===== src/rtl/sgii_pkg.sv =====
package sgii_pkg;
    localparam int REG_W    = 32;
    localparam int ADDR_W   = 5;
    localparam int MAX_BITS = 4;

    localparam logic [ADDR_W-1:0] A_CFG   = 5'h00;
    localparam logic [ADDR_W-1:0] A_TRGLO = 5'h08;
    localparam logic [ADDR_W-1:0] A_TRGHI = 5'h0C;
    localparam logic [ADDR_W-1:0] A_POL   = 5'h10;
    localparam logic [ADDR_W-1:0] A_ENA   = 5'h14;
    localparam logic [ADDR_W-1:0] A_ACK   = 5'h18;
    localparam logic [ADDR_W-1:0] A_IDENT = 5'h1C;
endpackage


===== src/rtl/sgii_cfg_regs.sv =====
module sgii_cfg_regs
    import sgii_pkg::*;
#(
    parameter int NP = 32,
    parameter int NB = 4
) (
    input  logic                 clk_i,
    input  logic                 rst_ni,
    input  logic                 wr_i,
    input  logic [ADDR_W-1:0]    addr_i,
    input  logic [REG_W-1:0]     wdata_i,
    input  logic [NB*NP-1:0]     ident_i,
    output logic                 master_o,
    output logic [NB*NP-1:0]     lo_o,
    output logic [NB*NP-1:0]     hi_o,
    output logic [NB*NP-1:0]     pol_o,
    output logic [NB*NP-1:0]     ena_o,
    output logic [NB*NP-1:0]     ack_o,
    output logic [REG_W-1:0]     rdata_o
);
    typedef struct packed {
        logic                   master;
        logic [NB-1:0][NP-1:0]  lo;
        logic [NB-1:0][NP-1:0]  hi;
        logic [NB-1:0][NP-1:0]  pol;
        logic [NB-1:0][NP-1:0]  ena;
    } cfg_t;

    cfg_t r_d, r_q;
    logic [NB-1:0][NP-1:0] ack_v;
    logic [NB-1:0][NP-1:0] ident_v;

    assign ident_v = ident_i;

    always_comb begin
        r_d   = r_q;
        ack_v = '0;
        if (wr_i) begin
            if (addr_i == A_CFG) r_d.master = wdata_i[0];
            for (int b = 0; b < NB; b++) begin
                if (addr_i == A_TRGLO + ADDR_W'(b)) r_d.lo[b]  = wdata_i[NP-1:0];
                if (addr_i == A_TRGHI + ADDR_W'(b)) r_d.hi[b]  = wdata_i[NP-1:0];
                if (addr_i == A_POL   + ADDR_W'(b)) r_d.pol[b] = wdata_i[NP-1:0];
                if (addr_i == A_ENA   + ADDR_W'(b)) r_d.ena[b] = wdata_i[NP-1:0];
                if (addr_i == A_ACK   + ADDR_W'(b)) ack_v[b]   = wdata_i[NP-1:0];
            end
        end
    end

    always_comb begin
        rdata_o = '0;
        if (addr_i == A_CFG) rdata_o = REG_W'(r_q.master);
        for (int b = 0; b < NB; b++) begin
            if (addr_i == A_TRGLO + ADDR_W'(b)) rdata_o = REG_W'(r_q.lo[b]);
            if (addr_i == A_TRGHI + ADDR_W'(b)) rdata_o = REG_W'(r_q.hi[b]);
            if (addr_i == A_POL   + ADDR_W'(b)) rdata_o = REG_W'(r_q.pol[b]);
            if (addr_i == A_ENA   + ADDR_W'(b)) rdata_o = REG_W'(r_q.ena[b]);
            if (addr_i == A_IDENT + ADDR_W'(b)) rdata_o = REG_W'(ident_v[b]);
        end
    end

    always_ff @(posedge clk_i) begin
        if (!rst_ni) r_q <= '0;
        else         r_q <= r_d;
    end

    assign master_o = r_q.master;
    assign lo_o     = r_q.lo;
    assign hi_o     = r_q.hi;
    assign pol_o    = r_q.pol;
    assign ena_o    = r_q.ena;
    assign ack_o    = ack_v;

    // master enable follows a write to the configuration register
    assert_master_wr_R8: assert property (@(posedge clk_i) disable iff (!rst_ni)
        (wr_i && addr_i == A_CFG) |=> (master_o == $past(wdata_i[0])));
endmodule


===== src/rtl/sgii_pin_detect.sv =====
module sgii_pin_detect #(
    parameter int NP = 32
) (
    input  logic          clk_i,
    input  logic          rst_ni,
    input  logic          burst_i,
    input  logic [NP-1:0] smp_i,
    input  logic [NP-1:0] lo_i,
    input  logic [NP-1:0] hi_i,
    input  logic [NP-1:0] pol_i,
    input  logic [NP-1:0] ack_i,
    output logic [NP-1:0] pend_o
);
    typedef struct packed {
        logic          primed;
        logic [NP-1:0] smp;
        logic [NP-1:0] evt;
    } det_t;

    det_t r_d, r_q;
    logic [NP-1:0] rise, fall, is_lvl, hit;

    always_comb begin
        r_d    = r_q;
        rise   = smp_i & ~r_q.smp;
        fall   = ~smp_i & r_q.smp;
        is_lvl = ~lo_i & ~hi_i;
        hit    = (lo_i & ~hi_i & (rise | fall))
               | (~lo_i & hi_i & fall)
               | (lo_i & hi_i & rise);
        r_d.evt = r_q.evt & ~ack_i;
        if (burst_i) begin
            r_d.smp    = smp_i;
            r_d.primed = 1'b1;
            if (r_q.primed) r_d.evt = r_d.evt | hit;
        end
        pend_o = (is_lvl & (r_q.smp ^ pol_i) & {NP{r_q.primed}})
               | (~is_lvl & r_q.evt);
    end

    always_ff @(posedge clk_i) begin
        if (!rst_ni) r_q <= '0;
        else         r_q <= r_d;
    end

    assert_sample_hold_R3: assert property (@(posedge clk_i) disable iff (!rst_ni)
        !burst_i |=> $stable(r_q.smp));

    assert_no_evt_idle_R3: assert property (@(posedge clk_i) disable iff (!rst_ni)
        !burst_i |=> ((r_q.evt & ~$past(r_q.evt)) == '0));

    assert_ack_clears_R7: assert property (@(posedge clk_i) disable iff (!rst_ni)
        (!burst_i && ack_i != '0) |=> ((r_q.evt & $past(ack_i)) == '0));
endmodule


===== src/rtl/sgii_irq_unit.sv =====
module sgii_irq_unit
    import sgii_pkg::*;
#(
    parameter int NUM_PORTS = 32,
    parameter int NUM_BITS  = 4
) (
    input  logic                          clk_i,
    input  logic                          rst_ni,
    input  logic [NUM_BITS*NUM_PORTS-1:0] sample_i,
    input  logic                          burst_done_i,
    input  logic                          reg_wr_i,
    input  logic [4:0]                    reg_addr_i,
    input  logic [31:0]                   reg_wdata_i,
    output logic [31:0]                   reg_rdata_o,
    output logic                          irq_o
);
    localparam int NPIN = NUM_BITS * NUM_PORTS;

    logic            master;
    logic [NPIN-1:0] lo, hi, pol, ena, ack, pend, ident;

    sgii_cfg_regs #(.NP(NUM_PORTS), .NB(NUM_BITS)) cfg_i (
        .clk_i    (clk_i),
        .rst_ni   (rst_ni),
        .wr_i     (reg_wr_i),
        .addr_i   (reg_addr_i),
        .wdata_i  (reg_wdata_i),
        .ident_i  (ident),
        .master_o (master),
        .lo_o     (lo),
        .hi_o     (hi),
        .pol_o    (pol),
        .ena_o    (ena),
        .ack_o    (ack),
        .rdata_o  (reg_rdata_o)
    );

    for (genvar b = 0; b < NUM_BITS; b++) begin : g_idx
        sgii_pin_detect #(.NP(NUM_PORTS)) det_i (
            .clk_i   (clk_i),
            .rst_ni  (rst_ni),
            .burst_i (burst_done_i),
            .smp_i   (sample_i[b*NUM_PORTS +: NUM_PORTS]),
            .lo_i    (lo[b*NUM_PORTS +: NUM_PORTS]),
            .hi_i    (hi[b*NUM_PORTS +: NUM_PORTS]),
            .pol_i   (pol[b*NUM_PORTS +: NUM_PORTS]),
            .ack_i   (ack[b*NUM_PORTS +: NUM_PORTS]),
            .pend_o  (pend[b*NUM_PORTS +: NUM_PORTS])
        );
    end

    always_comb begin
        ident = pend & ena;
        irq_o = master & (|ident);
    end

    // an interrupt needs the master enable and some enabled input
    assert_irq_gated_R6: assert property (@(posedge clk_i) disable iff (!rst_ni)
        irq_o |-> (master && (ena != '0)));
endmodule


===== config.mk =====
export PLATFORM = sky130hd
export DESIGN_NAME = sgii_irq_unit
export DESIGN_NICKNAME = d
export VERILOG_FILES = /design/src/rtl/sgii_pkg.sv /design/src/rtl/sgii_cfg_regs.sv /design/src/rtl/sgii_pin_detect.sv /design/src/rtl/sgii_irq_unit.sv
export SDC_FILE = /design/constraint.sdc
export NUM_CORES = 2
export LEC_CHECK = 0
export ABC_AREA = 1
export BUFFER_PORTS_ARGS = -buffer_cell sky130_fd_sc_hd__clkbuf_2
export CORE_MARGIN = 2
export CORE_UTILIZATION = 50
export CTS_CLUSTER_SIZE = 25
export DETAILED_ROUTE_END_ITERATION = 12
export PLACE_DENSITY = 0.67
export SLEW_MARGIN = 15
export SYNTH_ARGS = -nofsm -noshare
export SYNTH_HDL_FRONTEND = slang
export SYNTH_HIERARCHICAL = 1
export SYNTH_SLANG_ARGS = --single-unit

===== constraint.sdc =====
create_clock -name clk_i -period 3.6 [get_ports clk_i]
set_input_delay 0.72 -clock clk_i [delete_from_list [all_inputs] [get_ports clk_i]]
set_output_delay 0.72 -clock clk_i [all_outputs]
set_load 0.02 [all_outputs]

==> summary.md <==
| Metric | Value |
|---|---|
| Status | finished, violations left |
| Failing checks | setup timing |
| Final setup margin | -0.174 ns |
| RSZ-0062 raised after global routing | yes |
| Setup WS pre-CTS | -0.142 ns |
| Slew Limit Headroom | between 20% and 30% |
| Vias/cell | between 5 and 6 |
| ANT nets after route | 0 |
| Register area | ~16000 sq um |
| DIE WIDTH | just over 300 um |
| Final worst-path cycle share | 105% |
| CP max FO | 11 |
| Starting Density | roughly half |
| Routed len/inst | ~24 um |
| GP Congestion | 1.06 |
| Multi-input logic area | about 26000 sq um |
| # IOs | between 200 and 250 |
| Post-Syn Area | around 46000 sq um |
| Max Root-Sink Buffers | 3 |
| DR pass1 iterations | 8 |
| Sequential fraction of the synthesis area | around a third |
| Slew of the pin with the lowest slew margin | approximately 1.2 ns |
| Most common cell after layout, fill and taps aside | nand2_1 |
| Yosys cell types | 29 |
| Largest family of logic cells by synthesized area | simple AND/OR/NAND/NOR gates |
| Nets | ~7700 |
| Port bufs | between 200 and 250 |
| Post-synthesis adder-cell area fraction | under 10% |
| Area grow syn2layout | 17.3% |
| Simple-Gate Fraction of Synth Area | a little over a quarter |
| DR iter-0 viols | about 5400 |
| Crit path kind | input port to primary output |
| Vias in the first global route | approximately 45000 |
| Mapped Cells | about 7000 |
| Most frequent cells in the layout | nand2_1, inv_1, a21oi_1, dfxtp_1, o21ai_0 |
| Final setup violation count | 27 |
| Synth Area in Compound Gates | 17.7% |
| Share of cells above drive strength 1 | between 10% and 20% |
| Synth area leader | dfxtp_1 |
| Number of fill cells | around 8800 |
| Worst Clk Skew | about 0.026 ns |
| Worst hold margin | a little over 0.3 ns |
| PD cells | 390 nW/um^2 |
| Post-DP Area | 49400 sq um |
| Top cell type's share of synthesized area | between 30% and 40% |
| CTS Buf Count | ~90 |
| Clk sinks | slightly below 800 |
| Clock Pin Slew Worst Setup and Hold Paths | 0.06 ns |
| Total GRT Usage | between 40% and 50% |
| Worst Path Arrival | about 3.1 ns |
| Clock root buffer | clkbuf_16 |
| Synth area leaders | dfxtp_1, nand2_1, inv_1, a21oi_1, ha_1 |
| Hpwl dp | 136 mm |
| Die area | ~94000 sq um |
| Syn nets | 7458 |
| First-pass GRT wire length | roughly 290 mm |
| Gr ovfl total | 0 |
| WL final | just over 200 mm |
| Yosys reg bits | about 770 |
| CTS tree | yes |
| Via Count | roughly 50000 |
| Die H | just over 300 um |
| Initial antenna violation count | 24 |
| Final slew viol count | 0 |
| P_leak | ~22 nW |
| DP Cell Count | a little over 8000 |
| Std cell rows | ~110 |
| Fmax | between 200 and 300 MHz |
| Clk Latency, worst-skew pair | 0.68 ns |
| Syn_area_per_cell | around 6.5 sq um |
| Worst ir drop on vdd | between 0.4 and 0.5 mV |
| Worst EP required | ~2.9 ns |
| Finished Layout Cells | roughly 8500 |
| Fin crit period | ~3.8 ns |
| Final instance area | 53900 sq um |
| CP Launch Type | input port |
| Warnings from Yosys | 6 |
| Largest net degree at the start of global routing | 153 |
| Crit path capture type | primary output |
| Xor and xnor area share after synthesis | around 2.4% |
| Worst Hold Class | input port to register |
| # DRC | 0 |
| H-tree depth | 3 |
| Core Box Area | 91400 sq um |
| Max-cap viol count | 0 |
| Mux cell area share after synthesis | 0% |
| Final hold vios | 0 |
[synthesized netlist by cell type, drive strengths merged]
cell type  count
nand3b       124
nor2         392
inv         1055
nand4        105
nand3        548
a21oi        888
xnor2        128
nand2       1681
nor3           2
ha           256
buf          101
dfxtp        773
clkbuf       286
clkinv         3
or2           38
o21ai        653
[layer usage]
layer  wire length, um  global-route usage (%)  vias to the layer above  share of wire [%]
met5                93                       0                        -              0.046
met4             22100                    37.4                       10                 11
met3             19700                    8.28                      871                9.8
met2             86800                    63.4                     2745                 43
met1             72800                    48.1                    22900                 36
li1                  -                       -                    22800                  -
[report_power, final]
group / switching [W] / internal, W / total [W] / leakage, nW
logic: 0.00166 / 0.000799 / 0.00245 / 14.3
clock network: 0.00395 / 0.00570 / 0.00965 / 1.51
registers: 0.000206 / 0.00871 / 0.00892 / 6.28
total: 0.00581 / 0.0152 / 0.0210 / 22.1
[timing repair]
action,in CTS,in global routing
setup endpoints to repair,33,33
buffers inserted,13,15
gates cloned,4,5
pin swaps,36,91
resized for setup,182,189
hold buffers,0,0
[cell type report]
type	instances	share of cell area [%]
Clock inverter	36	0.780
Multi-Input combinational cell	4815	47.6
Inverter	1058	7.39
Timing Repair Buffer	500	7.75
Clock buffer	126	4.86
Tap cell	1186	2.75
Antenna cell	9	0.0418
Sequential cell	773	28.8
[cells by family (layout without fill, tap and decap cells)]
kind of cell,count (synthesis),in the layout
AOI/OAI and AO/OA,1541,1541
and+or+nand+nor,2890,2890
buffers and inverters,1445,1720
other,0,9
xor gates and xnor gates,128,128
DFF,773,773
adders and majority gates,256,256
[flip-flops by register name (all words and copies together), names as in the netlist]
| name | cells |
|---|---|
| cfg_i/ena_o | 128 |
| cfg_i/master_o | 1 |
| cfg_i/lo_o | 128 |
| cfg_i/hi_o | 128 |
| cfg_i/pol_o | 128 |
| g_idx.det_i/r_q | 260 |
[critical path, cell delays in order]
cell	delay, ns
clkbuf_4	0.19
buf_12	0.13
inv_4	0.07
buf_4	0.15
nand2_1	0.30
clkinv_1	0.46
buf_4	0.34
nand2_1	0.07
nand4_1	0.09
nor2_1	0.19
nand3_2	0.15
buf_6	0.16
[through the flow]
stage                     total power, W  util (%)  setup TNS [ns]
after detailed placement          0.0113      54.1           -1.71
after global placement            0.0113      54.1           -1.36
after CTS                         0.0209      58.2           -1.55
final                             0.0210      59.0           -2.53
after global routing              0.0215      59.0           -5.92
after floorplan                   0.0102         -               0
[worst paths after layout]
path,from,to,slack (ns),cells past startpoint
max,reg_addr_i[4],reg_rdata_o[29],-0.17,12
min,sample_i[104],g_idx[3].det_i/r_q[40],0.30,3
max reg2reg,g_idx[3].det_i/r_q[64],g_idx[3].det_i/r_q[1],1.78,5
min reg2reg,g_idx[2].det_i/r_q[25],g_idx[2].det_i/r_q[25],0.46,2
Power figures use the tool's default switching activity.
